### src/rtl/snap_timer_pkg.sv
package snap_timer_pkg;
  localparam int REG_W  = 16;
  localparam int CNT_W  = 2 * REG_W;
  localparam int ADDR_W = 3;

  typedef enum logic [ADDR_W-1:0] {
    SEL_STATUS  = 3'd0,
    SEL_CTRL    = 3'd1,
    SEL_PER_LO  = 3'd2,
    SEL_PER_HI  = 3'd3,
    SEL_SNAP_LO = 3'd4,
    SEL_SNAP_HI = 3'd5
  } reg_sel_e;

  localparam int CTRL_IRQ_EN = 0;
  localparam int CTRL_CONT   = 1;
  localparam int CTRL_START  = 2;
  localparam int CTRL_STOP   = 3;

  localparam int STAT_TIMEOUT = 0;
  localparam int STAT_RUN     = 1;

  typedef struct packed {
    logic cont;
    logic irq_en;
  } ctrl_t;
endpackage

### src/rtl/snap_timer_regs.sv
module snap_timer_regs
  import snap_timer_pkg::*;
#(
  parameter logic [CNT_W-1:0] RESET_PERIOD = '1
) (
  input  logic              clk_i,
  input  logic              rst_ni,
  input  logic [ADDR_W-1:0] addr_i,
  input  logic              wr_en_i,
  input  logic [REG_W-1:0]  wdata_i,
  input  logic              run_i,
  input  logic              flag_i,
  input  logic [CNT_W-1:0]  snap_i,
  output logic [REG_W-1:0]  rdata_o,
  output ctrl_t             ctrl_o,
  output logic [CNT_W-1:0]  period_o,
  output logic              period_wr_o,
  output logic              start_o,
  output logic              stop_o,
  output logic              status_wr_o,
  output logic              snap_wr_o
);
  ctrl_t            ctrl_q;
  logic [REG_W-1:0] per_lo_q, per_hi_q;
  logic             wr_ctrl, wr_lo, wr_hi;

  assign wr_ctrl     = wr_en_i && (addr_i == SEL_CTRL);
  assign wr_lo       = wr_en_i && (addr_i == SEL_PER_LO);
  assign wr_hi       = wr_en_i && (addr_i == SEL_PER_HI);
  assign status_wr_o = wr_en_i && (addr_i == SEL_STATUS);
  assign snap_wr_o   = wr_en_i && ((addr_i == SEL_SNAP_LO) || (addr_i == SEL_SNAP_HI));
  assign period_wr_o = wr_lo || wr_hi;
  assign start_o     = wr_ctrl && wdata_i[CTRL_START];
  assign stop_o      = wr_ctrl && wdata_i[CTRL_STOP];

  // next reload value, so a reload write is seen by the counter in the same edge
  assign period_o = {wr_hi ? wdata_i : per_hi_q, wr_lo ? wdata_i : per_lo_q};
  assign ctrl_o   = ctrl_q;

  always_ff @(posedge clk_i or negedge rst_ni) begin
    if (!rst_ni) begin
      ctrl_q   <= '0;
      per_lo_q <= RESET_PERIOD[REG_W-1:0];
      per_hi_q <= RESET_PERIOD[CNT_W-1:REG_W];
    end else begin
      if (wr_ctrl) begin
        ctrl_q.irq_en <= wdata_i[CTRL_IRQ_EN];
        ctrl_q.cont   <= wdata_i[CTRL_CONT];
      end
      if (wr_lo) per_lo_q <= wdata_i;
      if (wr_hi) per_hi_q <= wdata_i;
    end
  end

  always_comb begin
    rdata_o = '0;
    case (addr_i)
      SEL_STATUS: begin
        rdata_o[STAT_TIMEOUT] = flag_i;
        rdata_o[STAT_RUN]     = run_i;
      end
      SEL_CTRL: begin
        rdata_o[CTRL_IRQ_EN] = ctrl_q.irq_en;
        rdata_o[CTRL_CONT]   = ctrl_q.cont;
      end
      SEL_PER_LO:  rdata_o = per_lo_q;
      SEL_PER_HI:  rdata_o = per_hi_q;
      SEL_SNAP_LO: rdata_o = snap_i[REG_W-1:0];
      SEL_SNAP_HI: rdata_o = snap_i[CNT_W-1:REG_W];
      default:     rdata_o = '0;
    endcase
  end
endmodule

### src/rtl/snap_timer_counter.sv
module snap_timer_counter
  import snap_timer_pkg::*;
#(
  parameter logic [CNT_W-1:0] RESET_PERIOD = '1
) (
  input  logic             clk_i,
  input  logic             rst_ni,
  input  logic             start_i,
  input  logic             stop_i,
  input  logic             period_wr_i,
  input  logic             cont_i,
  input  logic [CNT_W-1:0] period_i,
  output logic             run_o,
  output logic [CNT_W-1:0] cnt_o,
  output logic             evt_o
);
  logic             run_q;
  logic [CNT_W-1:0] cnt_q;

  assign evt_o = run_q && (cnt_q == '0);
  assign run_o = run_q;
  assign cnt_o = cnt_q;

  always_ff @(posedge clk_i or negedge rst_ni) begin
    if (!rst_ni) begin
      run_q <= 1'b0;
      cnt_q <= RESET_PERIOD;
    end else begin
      if (period_wr_i)          run_q <= 1'b0;
      else if (stop_i)          run_q <= 1'b0;
      else if (start_i)         run_q <= 1'b1;
      else if (evt_o && !cont_i) run_q <= 1'b0;

      if (period_wr_i)  cnt_q <= period_i;
      else if (evt_o)   cnt_q <= period_i;
      else if (run_q)   cnt_q <= cnt_q - 1'b1;
    end
  end
endmodule

### src/rtl/snap_timer_events.sv
module snap_timer_events
  import snap_timer_pkg::*;
#(
  parameter bit WD_EN = 1'b1
) (
  input  logic             clk_i,
  input  logic             rst_ni,
  input  logic             evt_i,
  input  logic             status_wr_i,
  input  logic             snap_wr_i,
  input  logic             irq_en_i,
  input  logic [CNT_W-1:0] cnt_i,
  output logic             flag_o,
  output logic             irq_o,
  output logic             pulse_o,
  output logic             wd_rst_o,
  output logic [CNT_W-1:0] snap_o
);
  logic             flag_q, pulse_q;
  logic [CNT_W-1:0] snap_q;

  always_ff @(posedge clk_i or negedge rst_ni) begin
    if (!rst_ni) begin
      flag_q  <= 1'b0;
      pulse_q <= 1'b0;
      snap_q  <= '0;
    end else begin
      pulse_q <= evt_i;
      if (evt_i)            flag_q <= 1'b1;   // set beats clear
      else if (status_wr_i) flag_q <= 1'b0;
      if (snap_wr_i) snap_q <= cnt_i;
    end
  end

  assign flag_o  = flag_q;
  assign irq_o   = flag_q && irq_en_i;
  assign pulse_o = pulse_q;
  assign snap_o  = snap_q;

  generate
    if (WD_EN) begin : g_wd
      assign wd_rst_o = pulse_q;
    end else begin : g_no_wd
      assign wd_rst_o = 1'b0;
    end
  endgenerate
endmodule

### src/rtl/snap_timer.sv
module snap_timer
  import snap_timer_pkg::*;
#(
  parameter logic [CNT_W-1:0] RESET_PERIOD = '1,
  parameter bit               WD_EN        = 1'b1
) (
  input  logic              clk_i,
  input  logic              rst_ni,
  input  logic [ADDR_W-1:0] addr_i,
  input  logic              wr_en_i,
  input  logic [REG_W-1:0]  wdata_i,
  output logic [REG_W-1:0]  rdata_o,
  output logic              irq_o,
  output logic              pulse_o,
  output logic              wd_rst_o
);
  ctrl_t            ctrl;
  logic             irq_en, cont;
  logic [CNT_W-1:0] period, cnt, snap;
  logic             period_wr, start, stop, status_wr, snap_wr;
  logic             run, evt, flag;

  assign irq_en = ctrl.irq_en;
  assign cont   = ctrl.cont;

  snap_timer_regs #(.RESET_PERIOD(RESET_PERIOD)) u_regs (
    .clk_i      (clk_i),
    .rst_ni     (rst_ni),
    .addr_i     (addr_i),
    .wr_en_i    (wr_en_i),
    .wdata_i    (wdata_i),
    .run_i      (run),
    .flag_i     (flag),
    .snap_i     (snap),
    .rdata_o    (rdata_o),
    .ctrl_o     (ctrl),
    .period_o   (period),
    .period_wr_o(period_wr),
    .start_o    (start),
    .stop_o     (stop),
    .status_wr_o(status_wr),
    .snap_wr_o  (snap_wr)
  );

  snap_timer_counter #(.RESET_PERIOD(RESET_PERIOD)) u_cnt (
    .clk_i      (clk_i),
    .rst_ni     (rst_ni),
    .start_i    (start),
    .stop_i     (stop),
    .period_wr_i(period_wr),
    .cont_i     (cont),
    .period_i   (period),
    .run_o      (run),
    .cnt_o      (cnt),
    .evt_o      (evt)
  );

  snap_timer_events #(.WD_EN(WD_EN)) u_evt (
    .clk_i      (clk_i),
    .rst_ni     (rst_ni),
    .evt_i      (evt),
    .status_wr_i(status_wr),
    .snap_wr_i  (snap_wr),
    .irq_en_i   (irq_en),
    .cnt_i      (cnt),
    .flag_o     (flag),
    .irq_o      (irq_o),
    .pulse_o    (pulse_o),
    .wd_rst_o   (wd_rst_o),
    .snap_o     (snap)
  );
endmodule

### config.mk
export PLATFORM = sky130hd
export DESIGN_NAME = snap_timer
export DESIGN_NICKNAME = d
export VERILOG_FILES = /design/src/rtl/snap_timer_pkg.sv /design/src/rtl/snap_timer_regs.sv /design/src/rtl/snap_timer_counter.sv /design/src/rtl/snap_timer_events.sv /design/src/rtl/snap_timer.sv
export SDC_FILE = /design/constraint.sdc
export NUM_CORES = 1
export LEC_CHECK = 0
export BUFFER_PORTS_ARGS = -buffer_cell sky130_fd_sc_hd__buf_4
export CELL_PAD_IN_SITES_DETAIL_PLACEMENT = 1
export CELL_PAD_IN_SITES_GLOBAL_PLACEMENT = 1
export CORE_MARGIN = 2
export CORE_UTILIZATION = 44
export CTS_CLUSTER_SIZE = 16
export DETAILED_ROUTE_END_ITERATION = 6
export PLACE_DENSITY_LB_ADDON = 0.08
export REMOVE_ABC_BUFFERS = 1
export SYNTH_ARGS = -nofsm -noshare
export SYNTH_HDL_FRONTEND = slang
export SYNTH_SLANG_ARGS = --single-unit
### constraint.sdc
create_clock -name clk_i -period 2.35 [get_ports clk_i]
set_input_delay 0.47 -clock clk_i [delete_from_list [all_inputs] [get_ports clk_i]]
set_output_delay 0.47 -clock clk_i [all_outputs]
set_load 0.02 [all_outputs]
* After elaboration in Yosys (flattened, before gate mapping)
Cells that the tools add are included.
** Storage, ports and cells
- Bits in registers :: 101
- Bits in latches :: 0
- RAM bits :: 0
- Memory bits (read-only) :: 0
- Input port bits :: 22
- Memories kept :: 0
** Operators by class
- $add $sub $neg :: 1
- Multiply operators :: 0
- Divide/modulo/power cells :: 0
- Magnitude comparators :: 0
- Eq/ne operators :: 5
- Shifts and indexed selects :: 0
- Mux-type cells :: 13
- Bitwise gates (word level) :: 0
- Reductions and logical operators :: 18
** Operators with widths (count)
- $mux 32 :: 3
- $pmux 14 s4 :: 1
- $logic_not 32->1 :: 1
- $mux 16 :: 2
- $sub 32x1->32 const B :: 1
- $pmux 2 s6 :: 1
- $logic_and 1x1->1 :: 10
- $eq 3x2->1 const B :: 2
- $eq 3x3->1 const B :: 2
- $mux 1 :: 6
- $reduce_bool 4->1 :: 1
- $eq 3x1->1 const B :: 1
- $logic_not 3->1 :: 1
- $reduce_bool 3->1 :: 1
- $logic_or 1x1->1 :: 2
- $reduce_bool 2->1 :: 1
- $logic_not 1->1 :: 1

* Logic depth before layout (Yosys ltp)
Gate-level depths: netlist (run 1).
- Depth after elaboration :: 7
- Mapped depth :: 9
- Mapped depth without buffers :: 7

* Modules after synthesis
From an unflattened synthesis (run 1), not the netlist that was laid out.
** Unflattened totals
- Cells, all modules :: 492
- Area, all modules :: 5659.2 µm²
** By module, submodules not included
- snap_timer_counter :: times used 1, cells an instance 275, area an instance 2333.5 µm²
- snap_timer_regs :: times used 1, cells an instance 143, area an instance 1905.6 µm²
- snap_timer_events :: times used 1, cells an instance 74, area an instance 1420.1 µm²

* Worst setup path before layout (run 1)
OpenSTA, ideal clock, no wires.
- Kind :: input to output
- Start :: input port addr_i[0]
- End :: output port rdata_o[10]
- Data arrival time :: 1.996 ns
- Required time :: 1.880 ns
- Setup slack :: -0.116 ns
- Cell stages on the path :: 5
- Cell sequence :: clkbuf_1 buf_1 buf_1 mux2i_1 o22ai_1
** Between the ends
- Cells in the longest elaborated chain, start to end :: 2
** RTL lines
- start, declared :: RTL line snap_timer.sv:9 : input logic [ADDR_W-1:0] addr_i,
- $eq 3x3->1 or $eq 3x2->1 (tied branches) :: RTL line snap_timer_regs.sv:57 : case (addr_i)
- $pmux 14 s4 (*) :: RTL line snap_timer_regs.sv:57
- end, declared :: RTL line snap_timer.sv:12 : output logic [REG_W-1:0] rdata_o,
Every way passes the cells marked *; elsewhere a longest branch is shown, timed or not.

* Worst setup path in the final report (run 1)
- Start :: register u_cnt.cnt_q[16], in the netlist u_cnt.cnt_o[16]
- End :: register u_cnt.cnt_q[12], in the netlist u_cnt.cnt_o[12]
** Between the ends
- Cells in the longest elaborated chain, start to end :: 4
** RTL lines
- start, declared :: RTL line snap_timer_counter.sv:18 : logic [CNT_W-1:0] cnt_q;
- start signal, assigned :: RTL line snap_timer_counter.sv:34 : if (period_wr_i) cnt_q <= period_i;
- start signal, assigned :: RTL line snap_timer_counter.sv:35 : else if (evt_o) cnt_q <= period_i;
- start signal, assigned :: RTL line snap_timer_counter.sv:36 : else if (run_q) cnt_q <= cnt_q - 1'b1;
- $logic_not 32->1 (*) :: RTL line snap_timer_counter.sv:20 : assign evt_o = run_q && (cnt_q == '0);
- $logic_and 1x1->1 (*) :: RTL line snap_timer_counter.sv:20
- $mux 32 :: RTL line snap_timer_counter.sv:35
- $mux 32 :: RTL line snap_timer_counter.sv:34
Marks and branches as above.
A chain may end at the register's enable or synchronous reset.

==> results.yml, run 1 <==
pwr:
  p_sw_share_pct: 31.9
  p_clk_share_pct: 25.6
  vdd_drop_max_uv: 537
  powerDensity_nw_per_um2: 897
  power_frac_seq_pct: 46.1
  comb_power_share_pct: 28.3
  power.internal_w: 0.00415
  p_leak_nw: 2.78
  power_switching_w: 0.00194
timing:
  finalHoldViolCount: 0
  slew_headroom_pct: 35.7
  hold_ws_ns: 0.0808
  period_share_pct: 97.3
  worst_slew_pin_slew_ns: 0.965
  finClkSkew_ns: 0.00835
  finalMaxSlewViolations: 0
  fmax_mhz: 437
  rsz0062_at_grt: "true"
  layout_setup_ws_ns: 0.0623
  setup-violations-final: 0
  min_period_ns: 2.29
  tns_ns: 0
logic_synthesis:
  synth_compound_area_share_pct: 13.7
  synth-simple-area-share_pct: 16.4
  ys.flop_type: "dfstp_2"
  netlist.area_leader.share_pct: 30.1
  synthArstFlopShare_pct: 100
  synthAdderAreaFrac_pct: 0.224
  netlist_area_sq_um: 5580
  ys_top_cells_by_area: "dfstp_2 30%, dfrtp_1 17%, mux2_2 11%, mux2i_1 6.6%, a21oi_1 2.3%"
  postSynthAreaPerCell_sq_um: 10.7
  synth_largest_area_cell: "dfstp_2"
  ys.warnings.count: 0
  synth_edf_count: 0
  synthXorXnorAreaFrac_pct: 0.785
  yosys-mux-area-fraction_pct: 18.3
  synth_top_family_by_area: "multiplexers"
  yosys_register_bits: 101
  synth_cell_types: 65
  syn_inst: 520
  synth.top_cells.by_count: "64 x dfstp_2, 56 x mux2_2, 37 x dfrtp_1, 37 x mux2i_1"
  seq_area_frac_synth_pct: 46.7
  synth_most_common_cell: "dfstp_2"
clock_tree:
  cts_sinks: 101
  root_buffer: "clkbuf_16"
  clk_latency_ns: 0.36
  h-tree-depth: 3
  cts_hold_buffers: 0
  path_clk_slew_ns: 0.07
  tritoncts: "built"
  clk_path_buf_depth: 2
  cts_setup_buffers: 0
  cts_buffers: 9
cells_and_area:
  seqCellArea_sq_um: 2610
  drive_gt1_share_pct: 43.4
  n_fill_cell: 1389
  final_nets: 613
  diodes: 0
  final_cells: 767
  syn2layout_area_growth_pct: 21.6
  multi_input_area_sq_um: 2830
setup_path:
  cp.buffers_inverters: 3
  crit_slowest_cell: "dfstp_2"
  critPathCaptureType: "flop"
  cp_cell_sequence: "nor3_1 -> buf_4 -> nand4_4 -> buf_4 -> nor4_4 -> nor2_1 -> buf_4 -> a2bb2oi_1"
  cp-start-kind: "flop"
  crit_path_frequent_cell: "buf_4"
  reg2reg_slack_ns: 0.06
  crit_type: "flop to flop"
  critPathMaxFanout: 16
  max_stage_delay_ns: 0.60
  crit_family: "simple AND/OR/NAND/NOR gates"
  worstPathRequired_ns: 2.63
  worstPathArrival_ns: 2.57
global_routing:
  grt_pass1_wl_mm: 27.8
  antenna_found_initial: 0
  track_usage_pct: 27.6
  overflow: 0
  grt_pass1_vias: 4795
  grt_max_degree: 44
floorplan:
  die_area_sq_um: 13600
  die_x_um: 117
  core_area_sq_um: 12500
  initial_core_util_pct: 44.6
  pin_count: 41
  rows: 41
  die_height_um: 117
drt:
  ant_nets: 0
  drt_iter0_drc: 243
  vias: 4609
  drc: 0
  drt_first_pass_iters: 4
  wl_per_cell_um: 22.8
  wl_mm: 17.5
  via_per_inst: 6.01
placed_design:
  gp_congestion: 0.894
  post-place-ws_ns: -0.0101
  dp_hpwl_mm: 12.9
  portBuffers: 40
  dp.cells: 751
outcome:
  status: "finished, final reports clean"
worst_hold_path:
  hold_path.class: "input port to asynchronous set/reset pin"
job:
  drv_cap: 0
routing by layer:
layer | vias up | wire length, um | share of wire (%) | track usage (%)
met5 | - | 0 | 0 | 0
met4 | 0 | 300 | 1.7 | 8.78
met3 | 19 | 607 | 3.5 | 3.53
met2 | 105 | 8420 | 48 | 44.3
met1 | 2369 | 8120 | 47 | 39.1
li1 | 2116 | - | - | -
worst paths after layout:
check                              endpoint  cells past startpoint        startpoint
max                         u_cnt.cnt_o[12]                      8   u_cnt.cnt_o[16]
min                        u_regs.ctrl_o[0]                      1            rst_ni
max reg2reg                 u_cnt.cnt_o[12]                      8   u_cnt.cnt_o[16]
min reg2reg                u_evt.snap_o[27]                      2  u_evt.snap_o[27]
max in group asynchronous    u_cnt.cnt_o[6]                      2            rst_ni
min in group clk_i              u_cnt.run_o                      2        wdata_i[3]
logic make-up after synthesis:
| family | Yosys count |
|---|---|
| XOR/XNOR | 5 |
| adder cells (fa/ha/maj) | 1 |
| buffers and inverters | 52 |
| flip-flops | 101 |
| AND/OR/NAND/NOR | 151 |
| AO/OA/AOI/OAI | 116 |
| multiplexers | 94 |
repair_timing:
item | 4_1_cts | 5_1_grt
resized for setup | 2 | 11
setup endpoints to repair | 5 | 17
pin swaps | 0 | 2
through the flow:
| stage | utilization (%) | power, W | cell area, sq um |
|---|---|---|---|
| 6_report | 54.2 | 0.00609 | 6790 |
| 5_1_grt | 54.2 | 0.00642 | 6790 |
| 4_1_cts | 53.9 | 0.00608 | 6750 |
| 3_5_place_dp | 51.3 | 0.00448 | 6420 |
| 3_3_place_gp | 51.3 | 0.00440 | 6420 |
| 2_1_floorplan | - | 0.00370 | 5410 |
registers in the layout (all words and copies together) (netlist names):
name             count
u_cnt.run_o          1
u_regs.per_lo_q     16
u_evt.snap_o        32
u_evt.pulse_o        1
u_regs.per_hi_q     16
u_regs.ctrl_o        2
u_cnt.cnt_o         32
u_evt.flag_o         1
cell usage in the layout, fill, tap and decap left out, types with 4 or more instances in the layout:
cell        n
nor3_1     19
a31oi_1     4
or3_1       4
nand2_1    24
clkbuf_16   9
dfstp_2    64
o22ai_1    20
nor4_4      4
xnor2_1     4
mux2_2     56
a211oi_1    7
and4_1      6
nor4_1     13
nand4_1     9
nand3_1     9
or4_1       6
nand2b_1    4
buf_4      94
o31ai_1     6
a21oi_1    26
inv_1      11
a311oi_1    4
mux2i_1    37
dfrtp_1    37
o21ai_0    23
nor2_1     26
power by group through the flow:
stage | registers (W) | logic [W] | clock network [W]
after detailed placement | 0.00282 | 0.00166 | 0
after global routing | 0.00287 | 0.00188 | 0.00166
after global placement | 0.00279 | 0.00161 | 0
after floorplan | 0.00270 | 0.00100 | 0
final | 0.00281 | 0.00172 | 0.00156
after CTS | 0.00280 | 0.00168 | 0.00161
area by class of cell:
class / count / area share (%)
repair buffers: 98 / 11.4
multi-input cells: 367 / 41.7
clock buffers: 13 / 3.98
flip-flops and latches: 101 / 38.4
clock inverters: 3 / 0.627
well taps: 172 / 3.17
inverters: 13 / 0.719
No activity file was read; power rests on OpenSTA's default activity.
==> run 2: changes to the inputs <==
ABC_AREA = 1   (was unset)
CORE_UTILIZATION = 42   (was 44)
CTS_BUF_LIST = sky130_fd_sc_hd__clkbuf_8   (was unset)
==> run 2 against run 1 <==
Net effect:
- register-to-register slack gained 0.22 ns
- first-iteration DRC count grew 29%
- wire length grew 11%
- sequential power grew 14%
- cell count grew 32%
- clock-buffer cell count shrank 3
==> results.yml, run 2 <==
worst_hold_path:
  hold_path.class: "input port to asynchronous set/reset pin"
logic_synthesis:
  netlist_area_sq_um: 5770
  seq_area_frac_synth_pct: 45.2
  synthArstFlopShare_pct: 100
  ys_top_cells_by_area: "dfstp_2 29%, nand2_1 17%, dfrtp_1 16%, inv_1 6.6%, o21ai_0 5.8%"
  ys.flop_type: "dfstp_2"
  yosys_register_bits: 101
  ys.warnings.count: 0
  synth.top_cells.by_count: "257 x nand2_1, 101 x inv_1, 67 x o21ai_0"
  syn_inst: 791
  synth_cell_types: 30
  postSynthAreaPerCell_sq_um: 7.29
  synth_most_common_cell: "nand2_1"
  netlist.area_leader.share_pct: 29.1
  synth_edf_count: 0
  synth_largest_area_cell: "dfstp_2"
drt:
  wl_mm: 19.4
  via_per_inst: 5.41
  wl_per_cell_um: 19.1
  drt_first_pass_iters: 4
  ant_nets: 0
  vias: 5496
  drc: 0
  drt_iter0_drc: 314
placed_design:
  post-place-ws_ns: 0.300
  dp_hpwl_mm: 14.2
  gp_congestion: 0.924
  portBuffers: 40
global_routing:
  grt_pass1_wl_mm: 31.5
  overflow: 0
  track_usage_pct: 28.2
  grt_max_degree: 102
  antenna_found_initial: 1
  grt_pass1_vias: 5848
cells_and_area:
  diodes: 0
  syn2layout_area_growth_pct: 13.2
  final_common_cell: "nand2_1"
  drive_gt1_share_pct: 21.1
  final_nets: 858
  layout_common_cells: "257 x nand2_1, 104 x inv_1, 67 x o21ai_0, 67 x buf_4, 65 x nand3_1"
setup_path:
  critPathMaxFanout: 18
  reg2reg_slack_ns: 0.28
  crit_family: "simple AND/OR/NAND/NOR gates"
  crit_type: "flop to flop"
  cp_cell_sequence: "inv_1 -> ha_1 -> nand2_2 -> nor2_8 -> nand4_4 -> nand2_4 -> buf_4 -> nor2_1 -> o21ai_1"
  cp.buffers_inverters: 2
  reg2reg_depth: 9
  worstPathArrival_ns: 2.37
  critPathCaptureType: "flop"
  rr_startpoint: "u_cnt.cnt_o[0]"
  crit_slowest_cell: "dfstp_2"
  cp-startpoint: "u_cnt.cnt_o[0]"
  max_stage_delay_ns: 0.39
  worstPathRequired_ns: 2.65
  cp-start-kind: "flop"
  worstReg2RegEnd: "u_cnt.cnt_o[26]"
floorplan:
  initial_core_util_pct: 43.2
  die_x_um: 121
  core_area_sq_um: 13300
  die_height_um: 121
  die_area_sq_um: 14700
  pin_count: 41
  rows: 42
pwr:
  power_switching_w: 0.00288
  power_frac_seq_pct: 46.9
  p_clk_share_pct: 15.2
  powerDensity_nw_per_um2: 1040
  p_sw_share_pct: 42.3
  power.internal_w: 0.00392
  comb_power_share_pct: 37.9
  p_leak_nw: 3.22
  vdd_drop_max_uv: 355
timing:
  period_share_pct: 87.9
  fmax_mhz: 484
  tns_ns: 0
  rsz0062_at_grt: "false"
  setup-violations-final: 0
  worst_slew_pin_slew_ns: 0.573
  slew_headroom_pct: 61.8
  min_period_ns: 2.07
  layout_setup_ws_ns: 0.283
  finalMaxSlewViolations: 0
  hold_ws_ns: 0.145
  finalHoldViolCount: 0
  finClkSkew_ns: 0.0113
clock_tree:
  path_clk_slew_ns: 0.10
  h-tree-depth: 3
  tritoncts: "built"
  clk_latency_ns: 0.38
  cts_setup_buffers: 0
  cts_buffers: 9
  root_buffer: "clkbuf_8"
  cts_hold_buffers: 0
  clk_path_buf_depth: 2
  cts_sinks: 101
  cts.repair.resized: 0
job:
  drv_cap: 0
outcome:
  status: "finished, final reports clean"
==> run 2: logic make-up after synthesis <==
group,count (synthesis),share of synthesized area (%)
adder cells (fa/ha/maj),1,0.217
XOR/XNOR,7,1.06
flip-flops,101,45.2
multiplexers,3,0.586
AND/OR/NAND/NOR,438,33.3
AO/OA/AOI/OAI,101,9.80
buffers and inverters,140,9.80
==> run 2: stage by stage <==
step	utilization, %	cells	total power [W]	instance area, sq um
finish	48.9	1016	0.00680	6530
global route	48.9	1016	0.00738	6530
CTS	48.9	1016	0.00685	6530
detailed placement	47.7	1000	0.00579	6360
global placement	47.7	1000	0.00567	6360
floorplan	-	755	0.00478	5590
==> run 2: layout make-up <==
cell class,instances,area (sq um)
fill,1732,6820
sequential,101,2610
multi-input combinational,550,2600
timing repair buffer,69,543
inverter,104,390
tap,176,220
clock buffer,10,138
clock inverter,6,32.5
==> run 2: per-layer routing <==
| metal | GRT usage [%] | wire length (um) | part of all wire (%) | vias to the layer above |
|---|---|---|---|---|
| met3 | 3.76 | 803 | 4.1 | 28 |
| met5 | 0 | 0 | 0 | - |
| met4 | 9.99 | 464 | 2.4 | 0 |
| met1 | 38.7 | 8980 | 46 | 2740 |
| li1 | - | - | - | 2615 |
| met2 | 46.0 | 9130 | 47 | 113 |
==> run 2: power by group through the flow <==
stage          sequential (W)  clock [W]  combinational [W]
6_report              0.00319    0.00103            0.00258
5_1_grt               0.00328    0.00114            0.00296
4_1_cts               0.00319    0.00107            0.00260
3_5_place_dp          0.00322          0            0.00258
3_3_place_gp          0.00318          0            0.00249
2_1_floorplan         0.00300          0            0.00178
==> run 2: worst max-delay path by stage <==
stage | to | slack, ns | cells past startpoint
after floorplan | u_evt.snap_o[14] | 0.02 | 3
after global placement | u_cnt.cnt_o[7] | 0.31 | 10
after detailed placement | rdata_o[2] | 0.30 | 9
after CTS | u_cnt.cnt_o[26] | 0.28 | 9
after global routing | u_cnt.cnt_o[26] | 0.14 | 9
final | u_cnt.cnt_o[26] | 0.28 | 9
==> run 3: changes to the inputs <==
--- a/config.mk
+++ b/config.mk
@@ -11,3 +11,3 @@
 export CELL_PAD_IN_SITES_GLOBAL_PLACEMENT = 1
-export CORE_MARGIN = 2
+export CORE_MARGIN = 10
 export CORE_UTILIZATION = 42
@@ -16,3 +16,3 @@
 export DETAILED_ROUTE_END_ITERATION = 6
-export PLACE_DENSITY_LB_ADDON = 0.08
+export PLACE_DENSITY_LB_ADDON = 0.1
 export REMOVE_ABC_BUFFERS = 1
==> constraint.sdc (replaced) <==
create_clock -name clk_i -period 2.35 [get_ports clk_i]
set_input_delay 0.1175 -clock clk_i [delete_from_list [all_inputs] [get_ports clk_i]]
set_output_delay 0.1175 -clock clk_i [all_outputs]
set_load 0.02 [all_outputs]
==> run 3 against run 2 <==
Net effect:
- critical path depth is 1 higher
- largest power group unchanged
- wire length is 1.3% lower
- global-route usage is 6.9 points lower
- via count is 0.22% higher
- setup slack worse by 0.036 ns
- maximum frequency is 1.7% lower
- final area is 0.54% higher
- clock skew is 0.0020 ns higher
- combinational power is 2% lower
- sequential power hardly changed
- sequential share of layout area is 0.21 points lower
==> results.yml, run 3 (synthesis gave the netlist of run 2 again) <==
floorplan:
  die_area_sq_um: 18800
  rows: 42
  die_height_um: 137
  initial_core_util_pct: 43.2
  pin_count: 41
  die_x_um: 137
  core_area_sq_um: 13300
clock_tree:
  h-tree-depth: 3
  clk_path_buf_depth: 2
  cts_sinks: 101
  clk_latency_ns: 0.39
  root_buffer: "clkbuf_8"
  tritoncts: "built"
  cts_buffers: 9
  cts_setup_buffers: 0
  path_clk_slew_ns: 0.09
timing:
  period_share_pct: 89.5
  setup-violations-final: 0
  finalMaxSlewViolations: 0
  rsz0062_at_grt: "false"
  min_period_ns: 2.10
  fmax_mhz: 476
  hold_ws_ns: 0.0132
  slew_headroom_pct: 56.3
  worst_slew_pin_slew_ns: 0.654
  finClkSkew_ns: 0.0133
  finalHoldViolCount: 0
  tns_ns: 0
worst_hold_path:
  hold_path.class: "input port to flop"
  holdPathStages: 3
pwr:
  vdd_drop_max_uv: 395
  powerDensity_nw_per_um2: 1040
  p_leak_nw: 3.21
  power_w: 0.00685
drt:
  wl_per_cell_um: 18.8
  drt_iter0_drc: 316
  wl_mm: 19.1
  ant_nets: 0
  drt_first_pass_iters: 5
  vias: 5508
  via_per_inst: 5.42
  drc: 0
setup_path:
  reg2reg_depth: 10
  critPathMaxFanout: 16
  worstPathRequired_ns: 2.67
  cp-start-kind: "flop"
  worstPathArrival_ns: 2.42
  crit_type: "flop to flop"
  critPathCaptureType: "flop"
cells_and_area:
  layout_common_cells: "257 x nand2_1, 101 x inv_1, 67 x o21ai_0, 65 x nand3_1, 64 x dfstp_2"
  syn2layout_area_growth_pct: 13.8
  final_common_cell: "nand2_1"
  diodes: 0
  drive_gt1_share_pct: 20.2
  final_nets: 858
  n_fill_cell: 1693
global_routing:
  track_usage_pct: 21.3
  grt_max_degree: 62
  antenna_found_initial: 0
  grt_pass1_wl_mm: 31.5
  overflow: 0
  grt_pass1_vias: 5808
outcome:
  status: "finished, final reports clean"
placed_design:
  dp_hpwl_mm: 13.9
  portBuffers: 40
  gp_congestion: 0.900
job:
  drv_cap: 0
==> run 3: final timing paths <==
check | startpoint | endpoint | slack [ns]
max | u_cnt.cnt_o[0] | u_cnt.cnt_o[6] | 0.25
min | wdata_i[2] | u_cnt.run_o | 0.01
max reg2reg | u_cnt.cnt_o[0] | u_cnt.cnt_o[6] | 0.25
min reg2reg | u_cnt.cnt_o[30] | u_cnt.cnt_o[30] | 0.48
max in group asynchronous | rst_ni | u_regs.per_lo_q[8] | 1.44
min in group asynchronous | rst_ni | u_evt.snap_o[18] | 0.14
==> run 3: area by class of cell <==
class / instances / area, sq um / area share, %
sequential: 101 / 2610 / 39.7
multi-input combinational: 550 / 2600 / 39.6
timing repair buffer: 69 / 556 / 8.46
inverter: 104 / 393 / 5.98
tap: 176 / 220 / 3.35
clock buffer: 9 / 124 / 1.89
clock inverter: 7 / 66.3 / 1.01
==> run 3: repair_timing <==
item	4_1_cts	5_1_grt
endpoints found under the hold margin	53	0
resized for setup	0	2
hold buffers	10	0
endpoints found under the setup margin	0	2
==> run 3: metrics by stage <==
step	utilization [%]	setup WS, ns	instance area, sq um	std cells
4_1_cts	49.2	0.0867	6570	1016
5_1_grt	49.2	0.0516	6570	1016
3_3_place_gp	47.0	0.282	6270	990
3_5_place_dp	47.0	0.146	6270	990
2_1_floorplan	-	0.375	5590	755
6_report	49.2	0.248	6570	1016
==> run 3: layer usage <==
| layer | global-route usage [%] | up-vias | share of wire, % | wire [um] |
|---|---|---|---|---|
| li1 | - | 2620 | - | - |
| met2 | 35.0 | 109 | 48 | 9110 |
| met3 | 3.79 | 17 | 4.3 | 824 |
| met5 | 0 | - | 0 | 0 |
| met1 | 28.5 | 2762 | 47 | 8960 |
| met4 | 5.09 | 0 | 1.2 | 239 |
==> run 3: power by group <==
| part | internal [W] | switching (W) | total [W] |
|---|---|---|---|
| logic | 0.000883 | 0.00166 | 0.00254 |
| clock network | 0.000487 | 0.000637 | 0.00112 |
| registers | 0.00261 | 0.000575 | 0.00319 |
==> run 3: worst max-delay path, cell delays in order, from the launching register on <==
cell and delay, ns:
dfstp_2 0.39, inv_1 0.08, ha_1 0.27, nand2_2 0.16, nor2_8 0.19, nand4_4 0.22, nand2_4 0.22, buf_4 0.26
o21ai_0 0.10, nand2_1 0.08, nand2_1 0.05
